**config.mk**
```make
export PLATFORM = sky130hd
export DESIGN_NAME = vi_line_ctrl
export DESIGN_NICKNAME = d
export VERILOG_FILES = /design/src/rtl/vi_pkg.sv /design/src/rtl/vi_line_store.sv /design/src/rtl/vi_miss_ctrl.sv /design/src/rtl/vi_snoop_port.sv /design/src/rtl/vi_line_ctrl.sv
export SDC_FILE = /design/constraint.sdc
export NUM_CORES = 1
export LEC_CHECK = 0
export BUFFER_PORTS_ARGS = -buffer_cell sky130_fd_sc_hd__buf_2
export CAP_MARGIN = 20
export CORE_UTILIZATION = 45
export DETAILED_ROUTE_END_ITERATION = 8
export HOLD_SLACK_MARGIN = 0.03
export PLACE_DENSITY = 0.67
export SLEW_MARGIN = 20
export SYNTH_ARGS = -nofsm -noshare
export SYNTH_HDL_FRONTEND = slang
export SYNTH_SLANG_ARGS = --single-unit
export TNS_END_PERCENT = 10
```
**constraint.sdc**
```tcl
create_clock -name clk -period 1.95 [get_ports clk]
set_input_delay 0.0975 -clock clk [delete_from_list [all_inputs] [get_ports clk]]
set_output_delay 0.0975 -clock clk [all_outputs]
set_load 0.1 [all_outputs]
```
**src/rtl/vi_pkg.sv**
```systemverilog
`timescale 1ns/1ps
package vi_pkg;

    typedef enum logic {
        LINE_INV = 1'b0,
        LINE_VAL = 1'b1
    } line_state_e;

    typedef enum logic {
        MISS_IDLE = 1'b0,
        MISS_WAIT = 1'b1
    } miss_phase_e;

endpackage

```
**src/rtl/vi_line_store.sv**
```systemverilog
`timescale 1ns/1ps
// Per-line state bit and data word, one write port, one invalidate port
// and two read ports (local side and snoop side).
module vi_line_store
    import vi_pkg::*;
#(
    parameter int LINES = 4,
    parameter int DW    = 16,
    parameter int AW    = 2
) (
    input  logic              clk,
    input  logic              rst_n,
    input  logic              wr_en,
    input  logic [AW-1:0]     wr_addr,
    input  logic [DW-1:0]     wr_data,
    input  logic              inv_en,
    input  logic [AW-1:0]     inv_addr,
    input  logic [AW-1:0]     loc_addr,
    output line_state_e       loc_state,
    output logic [DW-1:0]     loc_data,
    input  logic [AW-1:0]     snp_addr,
    output line_state_e       snp_state,
    output logic [DW-1:0]     snp_data
);

    typedef struct packed {
        line_state_e       st;
        logic [DW-1:0]     data;
    } line_t;

    line_state_e       st_arr   [LINES];
    logic [DW-1:0]     data_arr [LINES];

    for (genvar g = 0; g < LINES; g++) begin : g_line
        line_t line_d;
        line_t line_q;

        always_comb begin
            line_d = line_q;
            if (wr_en && (wr_addr == AW'(g))) begin
                line_d.st   = LINE_VAL;
                line_d.data = wr_data;
            end
            if (inv_en && (inv_addr == AW'(g))) begin
                line_d.st = LINE_INV;
            end
        end

        always_ff @(posedge clk or negedge rst_n) begin
            if (!rst_n) begin
                line_q <= '{st: LINE_INV, data: '0};
            end else begin
                line_q <= line_d;
            end
        end

        assign st_arr[g]   = line_q.st;
        assign data_arr[g] = line_q.data;
    end

    assign loc_state = st_arr[loc_addr];
    assign loc_data  = data_arr[loc_addr];
    assign snp_state = st_arr[snp_addr];
    assign snp_data  = data_arr[snp_addr];

endmodule

```
**src/rtl/vi_miss_ctrl.sv**
```systemverilog
`timescale 1ns/1ps
// Holds the single outstanding miss: emits the request pulse, waits for
// fill, and produces the word to install (store word wins over fill).
module vi_miss_ctrl
    import vi_pkg::*;
#(
    parameter int DW = 16,
    parameter int AW = 2
) (
    input  logic              clk,
    input  logic              rst_n,
    input  logic              start,
    input  logic [AW-1:0]     start_addr,
    input  logic              start_store,
    input  logic [DW-1:0]     start_wdata,
    input  logic              fill_valid,
    input  logic [DW-1:0]     fill_data,
    output logic              busy,
    output logic              req_pulse,
    output logic              req_store,
    output logic [AW-1:0]     req_addr,
    output logic              inst_en,
    output logic [AW-1:0]     inst_addr,
    output logic [DW-1:0]     inst_data
);

    typedef struct packed {
        miss_phase_e       phase;
        logic              pulse;
        logic              is_store;
        logic [AW-1:0]     addr;
        logic [DW-1:0]     wdata;
    } mc_t;

    mc_t mc_d;
    mc_t mc_q;

    always_comb begin
        mc_d       = mc_q;
        mc_d.pulse = 1'b0;
        inst_en    = 1'b0;
        case (mc_q.phase)
            MISS_IDLE: begin
                if (start) begin
                    mc_d.phase    = MISS_WAIT;
                    mc_d.pulse    = 1'b1;
                    mc_d.is_store = start_store;
                    mc_d.addr     = start_addr;
                    mc_d.wdata    = start_wdata;
                end
            end
            MISS_WAIT: begin
                if (fill_valid) begin
                    inst_en    = 1'b1;
                    mc_d.phase = MISS_IDLE;
                end
            end
            default: mc_d.phase = MISS_IDLE;
        endcase
    end

    always_ff @(posedge clk or negedge rst_n) begin
        if (!rst_n) begin
            mc_q <= '{phase: MISS_IDLE, pulse: 1'b0, is_store: 1'b0,
                      addr: '0, wdata: '0};
        end else begin
            mc_q <= mc_d;
        end
    end

    assign busy      = (mc_q.phase == MISS_WAIT);
    assign req_pulse = mc_q.pulse;
    assign req_store = mc_q.is_store;
    assign req_addr  = mc_q.addr;
    assign inst_addr = mc_q.addr;
    assign inst_data = mc_q.is_store ? mc_q.wdata : fill_data;

endmodule

```
**src/rtl/vi_snoop_port.sv**
```systemverilog
`timescale 1ns/1ps
// Answers one remote miss per cycle, registered, and requests the
// invalidation of a line it gives away.
module vi_snoop_port
    import vi_pkg::*;
#(
    parameter int DW = 16
) (
    input  logic              clk,
    input  logic              rst_n,
    input  logic              snoop_valid,
    input  line_state_e       line_state,
    input  logic [DW-1:0]     line_data,
    output logic              inv_en,
    output logic              rsp_valid,
    output logic              rsp_hit,
    output logic [DW-1:0]     rsp_data
);

    typedef struct packed {
        logic              valid;
        logic              hit;
        logic [DW-1:0]     data;
    } sr_t;

    sr_t sr_d;
    sr_t sr_q;

    always_comb begin
        inv_en     = snoop_valid && (line_state == LINE_VAL);
        sr_d.valid = snoop_valid;
        sr_d.hit   = inv_en;
        sr_d.data  = inv_en ? line_data : '0;
    end

    always_ff @(posedge clk or negedge rst_n) begin
        if (!rst_n) begin
            sr_q <= '{valid: 1'b0, hit: 1'b0, data: '0};
        end else begin
            sr_q <= sr_d;
        end
    end

    assign rsp_valid = sr_q.valid;
    assign rsp_hit   = sr_q.hit;
    assign rsp_data  = sr_q.data;

endmodule

```
**src/rtl/vi_line_ctrl.sv**
```systemverilog
`timescale 1ns/1ps
module vi_line_ctrl
    import vi_pkg::*;
#(
    parameter  int LINES = 4,
    parameter  int DW    = 16,
    localparam int AW    = (LINES > 1) ? $clog2(LINES) : 1
) (
    input  logic              clk,
    input  logic              rst_n,
    input  logic              cpu_req_valid,
    input  logic              cpu_req_we,
    input  logic [AW-1:0]     cpu_req_addr,
    input  logic [DW-1:0]     cpu_req_wdata,
    output logic              cpu_req_ready,
    output logic              cpu_rsp_valid,
    output logic [DW-1:0]     cpu_rsp_rdata,
    output logic              miss_valid,
    output logic              miss_is_store,
    output logic [AW-1:0]     miss_addr,
    input  logic              fill_valid,
    input  logic [DW-1:0]     fill_data,
    input  logic              snoop_valid,
    input  logic [AW-1:0]     snoop_addr,
    output logic              snoop_rsp_valid,
    output logic              snoop_rsp_hit,
    output logic [DW-1:0]     snoop_rsp_data
);

    typedef struct packed {
        logic              valid;
        logic [DW-1:0]     data;
    } rsp_t;

    line_state_e       loc_state;
    logic [DW-1:0]     loc_data;
    line_state_e       snp_state;
    logic [DW-1:0]     snp_data;
    logic              busy;
    logic              inst_en;
    logic [AW-1:0]     inst_addr;
    logic [DW-1:0]     inst_data;
    logic              inv_en;
    logic              accept;
    logic              loc_hit;
    logic              start_miss;
    logic              wr_en;
    logic [AW-1:0]     wr_addr;
    logic [DW-1:0]     wr_data;
    rsp_t              rsp_d;
    rsp_t              rsp_q;

    // A snoop to the requested line takes the cycle; the request retries.
    always_comb begin
        cpu_req_ready = !busy && !(snoop_valid && (snoop_addr == cpu_req_addr));
        accept        = cpu_req_valid && cpu_req_ready;
        loc_hit       = (loc_state == LINE_VAL);
        start_miss    = accept && !loc_hit;
        wr_en         = inst_en || (accept && loc_hit && cpu_req_we);
        wr_addr       = inst_en ? inst_addr : cpu_req_addr;
        wr_data       = inst_en ? inst_data : cpu_req_wdata;
    end

    always_comb begin
        rsp_d.valid = inst_en || (accept && loc_hit);
        if (inst_en) begin
            rsp_d.data = inst_data;
        end else if (cpu_req_we) begin
            rsp_d.data = cpu_req_wdata;
        end else begin
            rsp_d.data = loc_data;
        end
    end

    always_ff @(posedge clk or negedge rst_n) begin
        if (!rst_n) begin
            rsp_q <= '{valid: 1'b0, data: '0};
        end else begin
            rsp_q <= rsp_d;
        end
    end

    assign cpu_rsp_valid = rsp_q.valid;
    assign cpu_rsp_rdata = rsp_q.data;

    vi_line_store #(.LINES(LINES), .DW(DW), .AW(AW)) u_store (
        .clk       (clk),
        .rst_n     (rst_n),
        .wr_en     (wr_en),
        .wr_addr   (wr_addr),
        .wr_data   (wr_data),
        .inv_en    (inv_en),
        .inv_addr  (snoop_addr),
        .loc_addr  (cpu_req_addr),
        .loc_state (loc_state),
        .loc_data  (loc_data),
        .snp_addr  (snoop_addr),
        .snp_state (snp_state),
        .snp_data  (snp_data)
    );

    vi_miss_ctrl #(.DW(DW), .AW(AW)) u_miss (
        .clk         (clk),
        .rst_n       (rst_n),
        .start       (start_miss),
        .start_addr  (cpu_req_addr),
        .start_store (cpu_req_we),
        .start_wdata (cpu_req_wdata),
        .fill_valid  (fill_valid),
        .fill_data   (fill_data),
        .busy        (busy),
        .req_pulse   (miss_valid),
        .req_store   (miss_is_store),
        .req_addr    (miss_addr),
        .inst_en     (inst_en),
        .inst_addr   (inst_addr),
        .inst_data   (inst_data)
    );

    vi_snoop_port #(.DW(DW)) u_snoop (
        .clk         (clk),
        .rst_n       (rst_n),
        .snoop_valid (snoop_valid),
        .line_state  (snp_state),
        .line_data   (snp_data),
        .inv_en      (inv_en),
        .rsp_valid   (snoop_rsp_valid),
        .rsp_hit     (snoop_rsp_hit),
        .rsp_data    (snoop_rsp_data)
    );

endmodule

```
==> flow_summary.toml, run 1 <==
[run_status]
status = "complete, no violations"

[timing]
max-slew-margin-rel = 0.606
finalSetupViolCount = 0
finalCriticalPeriod_ns = 1.84
clock_skew_ns = 0.00931
tightestPinTransition_ns = 0.591
fmaxAchievable_mhz = 543
fin_crit_sh = 0.944
worst_slack_ns = 0.109
report.final.slew_viol_count = 0
setup-tns-final_ns = 0
grt_setup_unrepaired = "false"
hold_viol = 0

[synth]
synthesis.area_mm2 = 0.00616
ys_warn_count = 0
yosysTopAreaCellShare = 0.504
synth-edff-count = 0
syn_nets = 474
synthTopCellsByArea = "dfrtp_1 (50%), mux4_2 (12%), mux2_2 (9.9%)"
ys_async_sr_fraction = 1.00
syn-mean-instance-area_um2 = 14.3
seq_area_frac_synth = 0.504
yosys_most_used_dff = "dfrtp_1"
ys_types = 41
syn_inst = 432
ys_ff_latch = 124
yosysTopAreaCell = "dfrtp_1"

[route]
wl_met1_um = 6790
routed_wl_um = 14600
wl_met2_um = 6910
dr_wl_met3_um = 819
ant_nets = 0
drc = 0
drt_pre_antenna_iters = 5
dr.max_layer_used = "met4"
dr_total_vias = 4010
drt_iter0_drc = 339
via_per_inst = 5.52
wl_per_cell_um = 20.1

[finish]
syn_to_final_growth_pct = 23.4
finalCoreUtilization = 0.572
layout.nets = 580
drive_gt1_frac = 0.463
final_cell_mix = "dfrtp_1 (123), buf_2 (79), mux2_2 (54)"
layout_commonest_cell = "dfrtp_1"
antenna_cells = 0

[floorplanning]
die_area_mm2 = 0.0142
die_w_um = 119
initial_core_util = 0.463
num_io_pins = 82
fp-row-count = 42
dieHeight_um = 119
core_mm2 = 0.0133

[place]
globalplace.congestion = 0.834
dp_slack_ns = 0.187
hpwl_um = 9520
io_buffers = 81

[setup_path]
timing.rr.end = "u_store.data_arr[23]"
ff2ff_setup_slack_ns = 0.16
cp_top_family = "buffers and inverters"
critPathBufInv = 3
cp_slowest_stage_delay_ns = 0.76
ff2ff_path_depth = 5
crit_chain = "dlygate4sd3_1 -> buf_2 -> buf_4 -> mux4_2 -> and3_1"
critPathRequiredTime_ns = 2.24
critPathKind = "primary input to flip-flop"
crit_arrival_ns = 2.13
path_max_fanout = 17
cp-start-kind = "primary input"
r2r_start = "u_miss.busy"
critPathSlowestCell = "mux4_2"
endpoint_kind = "flip-flop"

[power]
p_per_area_mw_per_mm2 = 1790
fin_total_pwr_mw = 13.6
power_leakage_nw = 3.51
ir_drop_mv = 0.734

[global_route]
grt_pass1_wl_um = 23900
grt_pass1_vias = 4239
antenna_found_initial = 0
grt_remaining_overflow = 0
grt_max_degree = 47
grt_use_total = 0.226

[clock_tree]
cts_root_buffer = "clkbuf_16"
clk_pin_slew_worst_paths_ns = 0.05
cts_buffers = 17
htreeDepth = 4
cts_buffer_depth = 2
cts_tree = "done"
clkSinkCount = 124
clkLatencyLatePin_ns = 0.42

[worst_hold_path]
holdPathStages = 3
hold_path_class = "primary input to flip-flop"
min_to = "u_store.g_line[2].line_q[16]"
hold_start = "snoop_valid"

[job]
max_cap_viol_count = 0
-- cell type report --
cell class | instances | area (um^2)
inverter | 3 | 11.3
clock buffer | 23 | 448
timing repair buffer | 119 | 843
multi-input combinational | 273 | 2860
tap | 176 | 220
sequential | 124 | 3100
fill | 1010 | 5690
clock inverter | 9 | 120
-- state kept, by name, indices dropped and copies added (netlist names) --
name                   cells
u_store.data_arr          64
cpu_rsp_rdata             16
u_miss.mc_q               16
u_snoop.rsp_data          16
u_store.g_line.line_q      4
u_miss.inst_addr           2
cpu_rsp_valid              1
u_miss.busy                1
u_miss.req_pulse           1
u_miss.req_store           1
u_snoop.rsp_hit            1
u_snoop.rsp_valid          1
-- stage by stage --
step | std cells | hold WS (ns) | cell area (um^2)
6_report | 727 | 0.0770 | 7600
5_1_grt | 727 | 0.0992 | 7600
4_1_cts | 727 | 0.0643 | 7580
3_5_place_dp | 676 | 0.121 | 6820
3_3_place_gp | 676 | 0.115 | 6820
2_1_floorplan | 432 | -0.198 | 6160
-- power breakdown --
part,total [mW],internal [mW],switching (mW)
logic,5.94,2.26,3.68
registers,4.58,3.74,0.843
clock network,3.10,1.99,1.10
-- layer usage --
metal / up-vias / track usage
met2: 121 / 0.336
met1: 2068 / 0.325
met4: 0 / 0.0854
met3: 6 / 0.0493
li1: 1815 / -
met5: - / 0
-- cells in the mapped netlist, drive strengths merged (2+ instances only) --
cell type and instances:
a211oi 16, a21oi 18, a31oi 4, a41oi 2, and3 19, buf 21
clkbuf 11, dfrtp 124, inv 3, mux2 84, mux2i 18, mux4 33
nand2 4, nand3 4, nand4 2, nor2 34, nor2b 18, nor3b 2
o21a 2, xnor2 2
-- worst register-to-register path, stage by stage (launching register included) --
cell and delay (ns):
dfrtp_1 0.43, nand2_1 0.17, buf_4 0.25, a211oi_1 0.33, nor2_1 0.19, mux2_4 0.30
-- what timing repair did --
action | in CTS | in global routing
setup buffers | 0 | 0
hold endpoints to repair | 59 | 0
hold buffers | 19 | 0
setup endpoints to repair | 0 | 16
gates resized for setup | 0 | 3
-- cell families after synthesis --
kind of cell / synth area share
multiplexers: 0.322
flip-flops: 0.504
AO/OA/AOI/OAI: 0.0556
AND/OR/NAND/NOR: 0.0788
buffers and inverters: 0.0361
XOR/XNOR: 0.00406
-- worst max-delay path by stage --
| stage | startpoint | endpoint | slack, ns | cells after the start |
|---|---|---|---|---|
| after floorplan | cpu_req_addr[1] | cpu_req_ready | -0.12 | 3 |
| after global placement | u_store.g_line[3].line_q[16] | u_miss.req_store | 0.20 | 5 |
| after detailed placement | u_store.g_line[3].line_q[16] | u_miss.mc_q[0] | 0.19 | 5 |
| after CTS | snoop_addr[0] | u_store.data_arr[2] | 0.07 | 7 |
| after global routing | u_miss.busy | u_store.data_arr[32] | 0.001 | 5 |
| final | snoop_addr[0] | u_snoop.rsp_data[8] | 0.11 | 5 |
(Power assumes the default switching activity.)
==> inputs of run 2 (changes only) <==
--- a/config.mk
+++ b/config.mk
@@ -5,6 +5,7 @@
 export SDC_FILE = /design/constraint.sdc
 export NUM_CORES = 1
 export LEC_CHECK = 0
+export ABC_AREA = 1
 export BUFFER_PORTS_ARGS = -buffer_cell sky130_fd_sc_hd__buf_2
 export CAP_MARGIN = 20
 export CORE_UTILIZATION = 45
==> run 2 against run 1 <==
Clock skew shrank 0.0036 ns. Critical endpoint is now u_store.data_arr[21]. Synthesized cell count rose by 70%. Largest cell class unchanged. Sequential share of layout area rose by 0.11 points. Worst setup slack worse by 0.0021 ns. Critical path type is now flip-flop to flip-flop. Register-to-register slack worse by 0.05 ns. First-iteration DRC count up 120%. Area after synthesis grew 1.1%.
==> flow_summary.toml, run 2 <==
[worst_hold_path]
holdPathStages = 5
hold_path_class = "primary input to flip-flop"

[global_route]
antenna_found_initial = 0
grt_pass1_wl_um = 30300
grt_remaining_overflow = 0
grt_use_total = 0.279
grt_pass1_vias = 5569
grt_max_degree = 53

[power]
pwr-share-clk = 0.253
intPower_mw = 6.65
switching_power_mw = 5.23
p_comb_frac = 0.380
p_per_area_mw_per_mm2 = 1570
p_seq_frac = 0.367
power_leakage_nw = 3.71
ir_drop_mv = 1.35
switching_share = 0.440

[place]
io_buffers = 81
hpwl_um = 12500
globalplace.congestion = 0.874
dp_slack_ns = 0.128
dp.cells = 971

[setup_path]
cp-start-kind = "flip-flop"
ff2ff_path_depth = 6
path_max_fanout = 24
critPathRequiredTime_ns = 2.30
crit_arrival_ns = 2.19
critPathKind = "flip-flop to flip-flop"
endpoint_kind = "flip-flop"

[synth]
ys_ff_latch = 124
ys_warn_count = 0
syn_nets = 778
synth_most_common_cell = "nand2_1"
synth_commonest_cells = "nand2_1 (193), dfrtp_1 (124), o21ai_0 (97), nor2_1 (66), nand4_1 (64)"
syn-mean-instance-area_um2 = 8.46
yosysTopAreaCellShare = 0.498
yosys_most_used_dff = "dfrtp_1"
ys_async_sr_fraction = 1.00
synthesis.area_mm2 = 0.00623
ys_types = 32
yosysTopAreaCell = "dfrtp_1"
seq_area_frac_synth = 0.498
synthTopCellsByArea = "dfrtp_1 (50%), nand2_1 (12%), o21ai_0 (7.8%)"
synth-edff-count = 0
syn_inst = 736

[timing]
fmaxAchievable_mhz = 543
finalSetupViolCount = 0
hold_viol = 0
finalCriticalPeriod_ns = 1.84
fin_crit_sh = 0.945
clock_skew_ns = 0.00573
tightestPinTransition_ns = 0.715
worst_slack_ns = 0.107
report.final.slew_viol_count = 0
max-slew-margin-rel = 0.523
grt_setup_unrepaired = "false"

[finish]
syn_to_final_growth_pct = 21.7
layout_commonest_cell = "nand2_1"
drive_gt1_frac = 0.204
largest_register_ffs = 64
finalNonFillerCells = 1022
antenna_cells = 0
final_cell_mix = "nand2_1 (193), dfrtp_1 (124), o21ai_0 (95)"
layout.nets = 876

[route]
drt_iter0_drc = 729
via_per_inst = 5.76
wl_per_cell_um = 18.5
ant_nets = 0
dr_total_vias = 5884
drc = 0
drt_pre_antenna_iters = 6
routed_wl_um = 18900

[clock_tree]
cts_buffers = 17
cts_root_buffer = "clkbuf_16"
post-cts-setup-buffer-count = 0
clk_pin_slew_worst_paths_ns = 0.05
clkSinkCount = 124
cts_buffer_depth = 2
clkLatencyLatePin_ns = 0.42
htreeDepth = 4
cts_tree = "done"

[floorplanning]
die_w_um = 120
num_io_pins = 82
initial_core_util = 0.467
core_mm2 = 0.0133
fp-row-count = 42
dieHeight_um = 120
die_area_mm2 = 0.0143

[run_status]
status = "complete, no violations"

[job]
max_cap_viol_count = 0
==> run 2: cell families (layout without fill, tap and decap cells) <==
kind of cell,Yosys count,in the layout,share of synthesized area
AND/OR/NAND/NOR,343,343,0.254
AO/OA/AOI/OAI,175,175,0.167
flip-flops,124,124,0.498
buffers and inverters,94,204,0.0803
==> run 2: what timing repair did <==
action / in CTS / in global routing
gates resized for setup: 0 / 2
hold buffers: 20 / 0
hold endpoints to repair: 101 / 0
endpoints found under the setup margin: 0 / 6
==> run 2: worst max-delay path, cell delays in order (launching register included) <==
cell,delay [ns]
dfrtp_1,0.45
nand2_4,0.21
inv_1,0.16
buf_4,0.24
o21ai_1,0.44
nand4_1,0.16
nand2_1,0.10
==> run 2: per-layer routing <==
layer  GRT usage  wire length, um  vias to the layer above
met5           0                0                        -
met4       0.112              373                        0
met3      0.0803             1760                       38
met2       0.392             8250                      324
met1       0.402             8480                     2805
li1            -                -                     2717
==> run 2: metrics by stage <==
step           utilization  hold WS, ns  area [um^2]  TNS (ns)  power, mW
3_5_place_dp         0.511       0.0586         6820         0       8.80
2_1_floorplan            -       -0.198         6240     -6.04       7.75
4_1_cts              0.568       0.0637         7580         0       11.8
6_report             0.568       0.0743         7580         0       11.9
3_3_place_gp         0.511       0.0558         6820         0       8.68
5_1_grt              0.568        0.102         7580         0       12.5
==> run 2: power groups by stage <==
stage | Sequential (mW) | Clock (mW) | Combinational, mW
floorplan | 5.48 | 0 | 2.26
global placement | 4.32 | 0 | 4.36
detailed placement | 4.36 | 0 | 4.44
CTS | 4.33 | 3.03 | 4.48
global route | 4.47 | 3.17 | 4.87
finish | 4.37 | 3.01 | 4.51
==> run 2: worst paths after layout <==
kind / end / slack, ns / from
max: u_store.data_arr[21] / 0.11 / u_miss.busy
min: cpu_rsp_rdata[13] / 0.07 / fill_data[13]
max reg2reg: u_store.data_arr[21] / 0.11 / u_miss.busy
min reg2reg: u_miss.mc_q[7] / 0.48 / u_miss.mc_q[7]
max in group asynchronous: u_store.data_arr[21] / 1.11 / rst_n
min in group asynchronous: u_miss.mc_q[8] / 0.16 / rst_n
==> run 2: area by class of cell <==
class / count / area (um^2)
clock buffers: 24 / 502
well taps: 176 / 220
flip-flops and latches: 124 / 3100
inverters: 39 / 155
clock inverters: 7 / 62.6
multi-input cells: 518 / 2640
repair buffers: 134 / 896
fillers: 1210 / 5770
==> inputs of run 3 (changes only) <==
--- a/config.mk
+++ b/config.mk
@@ -8,10 +8,10 @@
 export ABC_AREA = 1
 export BUFFER_PORTS_ARGS = -buffer_cell sky130_fd_sc_hd__buf_2
 export CAP_MARGIN = 20
-export CORE_UTILIZATION = 45
+export CORE_UTILIZATION = 40
 export DETAILED_ROUTE_END_ITERATION = 8
 export HOLD_SLACK_MARGIN = 0.03
-export PLACE_DENSITY = 0.67
+export PLACE_DENSITY = 0.61
 export SLEW_MARGIN = 20
 export SYNTH_ARGS = -nofsm -noshare
 export SYNTH_HDL_FRONTEND = slang
==> run 3 against run 2 <==
Final area up 2.1%. Global-route usage is 2.4 points lower. Core utilization fell by 5.9 points. Sequential share of layout area fell by 0.85 points. Highest routed layer unchanged.
==> flow_summary.toml, run 3 (synthesis gave the netlist of run 2 again) <==
[clock_tree]
cts_buffer_depth = 2
htreeDepth = 4
cts_tree = "done"
cts_buffers = 17
cts_root_buffer = "clkbuf_16"
clkSinkCount = 124
clkLatencyLatePin_ns = 0.43
clk_pin_slew_worst_paths_ns = 0.06

[finish]
multi_input_area_mm2 = 0.00264
drive_gt1_frac = 0.210
layout_commonest_cell = "nand2_1"
antenna_cells = 0
final_cell_area_mm2 = 0.00774
largest_register_ffs = 64
layout.nets = 881
fillers = 1406
syn_to_final_growth_pct = 24.3
register_area_mm2 = 0.00310
final_cell_mix = "nand2_1 (193), dfrtp_1 (124), o21ai_0 (97)"

[global_route]
grt_remaining_overflow = 0
grt_pass1_vias = 5717
grt_pass1_wl_um = 31400
grt_use_total = 0.255
grt_max_degree = 81
antenna_found_initial = 0

[setup_path]
cp_top_family = "simple AND/OR/NAND/NOR gates"
crit_chain = "nand2_4 -> inv_1 -> buf_12 -> o21ai_0 -> nand4_1 -> nand2_1"
crit_arrival_ns = 2.22
ff2ff_path_depth = 6
critPathSlowestCell = "o21ai_0"
critPathKind = "flip-flop to flip-flop"
cp-start-kind = "flip-flop"
worst-path-stages = 6
path_max_fanout = 32
critPathRequiredTime_ns = 2.31
cp_slowest_stage_delay_ns = 0.53
critPathBufInv = 2
endpoint_kind = "flip-flop"

[route]
drc = 0
wl_per_cell_um = 18.4
routed_wl_um = 19100
ant_nets = 0
drt_pre_antenna_iters = 6
via_per_inst = 5.67
dr_total_vias = 5894
drt_iter0_drc = 528

[timing]
grt_setup_unrepaired = "false"
max-slew-margin-rel = 0.565
worst_slack_ns = 0.0852
finalSetupViolCount = 0
clock_skew_ns = 0.00992
fmaxAchievable_mhz = 536
fin_crit_sh = 0.956
finalCriticalPeriod_ns = 1.86
hold_viol = 0
report.final.slew_viol_count = 0
tightestPinTransition_ns = 0.645

[place]
hpwl_um = 12800
globalplace.congestion = 0.872
placed_cell_area_mm2 = 0.00690
io_buffers = 81
dp_slack_ns = 0.198

[floorplanning]
die_area_mm2 = 0.0161
core_mm2 = 0.0152
dieHeight_um = 127
die_w_um = 127
initial_core_util = 0.410
fp-row-count = 45
num_io_pins = 82

[power]
p_per_area_mw_per_mm2 = 1600
switching_power_mw = 5.31
pwr-share-clk = 0.277
ir_drop_mv = 0.829
intPower_mw = 7.06
power_leakage_nw = 3.76
switching_share = 0.429
p_seq_frac = 0.354
p_comb_frac = 0.370

[worst_hold_path]
holdPathStages = 5
hold_path_class = "primary input to flip-flop"

[run_status]
status = "complete, no violations"

[job]
max_cap_viol_count = 0
run 3: cell types whose count changed in the layout (fill, tap and decap cells not counted), sizes merged:
cell,change
buf,+5
clkinvlp,+4
bufinv,+4
inv,-1
clkbuf,-4
clkinv,-2
run 3: final timing paths:
check / startpoint / end / slack [ns]
setup / recovery: u_miss.busy / u_store.data_arr[52] / 0.09
hold / removal: fill_data[13] / cpu_rsp_rdata[13] / 0.06
setup reg to reg: u_miss.busy / u_store.data_arr[52] / 0.09
hold reg to reg: u_miss.mc_q[9] / u_miss.mc_q[9] / 0.48
max in group asynchronous: rst_n / u_snoop.rsp_data[9] / 1.32
min in group asynchronous: rst_n / u_store.data_arr[50] / 0.23
run 3: power by group through the flow:
stage | Sequential (mW) | Clock, mW | Combinational (mW)
5_1_grt | 4.48 | 3.59 | 4.96
3_3_place_gp | 4.33 | 0 | 4.42
4_1_cts | 4.33 | 3.47 | 4.55
3_5_place_dp | 4.36 | 0 | 4.50
2_1_floorplan | 5.48 | 0 | 2.26
6_report | 4.37 | 3.42 | 4.57
run 3: what timing repair did:
action                                 CTS  global route
gates resized for setup                  0             1
setup endpoints to repair                0             1
endpoints found under the hold margin  151             0
buffers inserted                         0             1
hold buffers                            20             0
run 3: per-layer routing:
metal  GRT usage  vias to the layer above  wire (um)
li1            -                     2740          -
met2       0.379                      316       8420
met1       0.363                     2809       8770
met4      0.0847                        0        301
met5           0                        -          0
met3      0.0650                       29       1600
run 3: per-stage QoR:
step / total power [mW] / std cells / setup TNS, ns / util / hold slack (ns)
4_1_cts: 12.4 / 1039 / 0 / 0.508 / 0.0480
5_1_grt: 13.0 / 1040 / 0 / 0.509 / 0.0807
6_report: 12.4 / 1040 / 0 / 0.509 / 0.0555
3_3_place_gp: 8.75 / 987 / 0 / 0.454 / 0.111
3_5_place_dp: 8.86 / 987 / 0 / 0.454 / 0.111
2_1_floorplan: 7.75 / 736 / -6.04 / - / -0.198
run 3: worst min-delay path: cells and delay by family:
family,cells,cell delay [ns]
AO/OA/AOI/OAI,2,0.17
buffers and inverters,1,0.07
AND/OR/NAND/NOR,2,0.10
run 3: layout make-up:
| cell class | count | area share |
|---|---|---|
| timing repair buffer | 139 | 0.125 |
| inverter | 39 | 0.0205 |
| clock inverter | 12 | 0.0252 |
| tap | 188 | 0.0304 |
| sequential | 124 | 0.401 |
| multi-input combinational | 518 | 0.341 |
| clock buffer | 20 | 0.0564 |
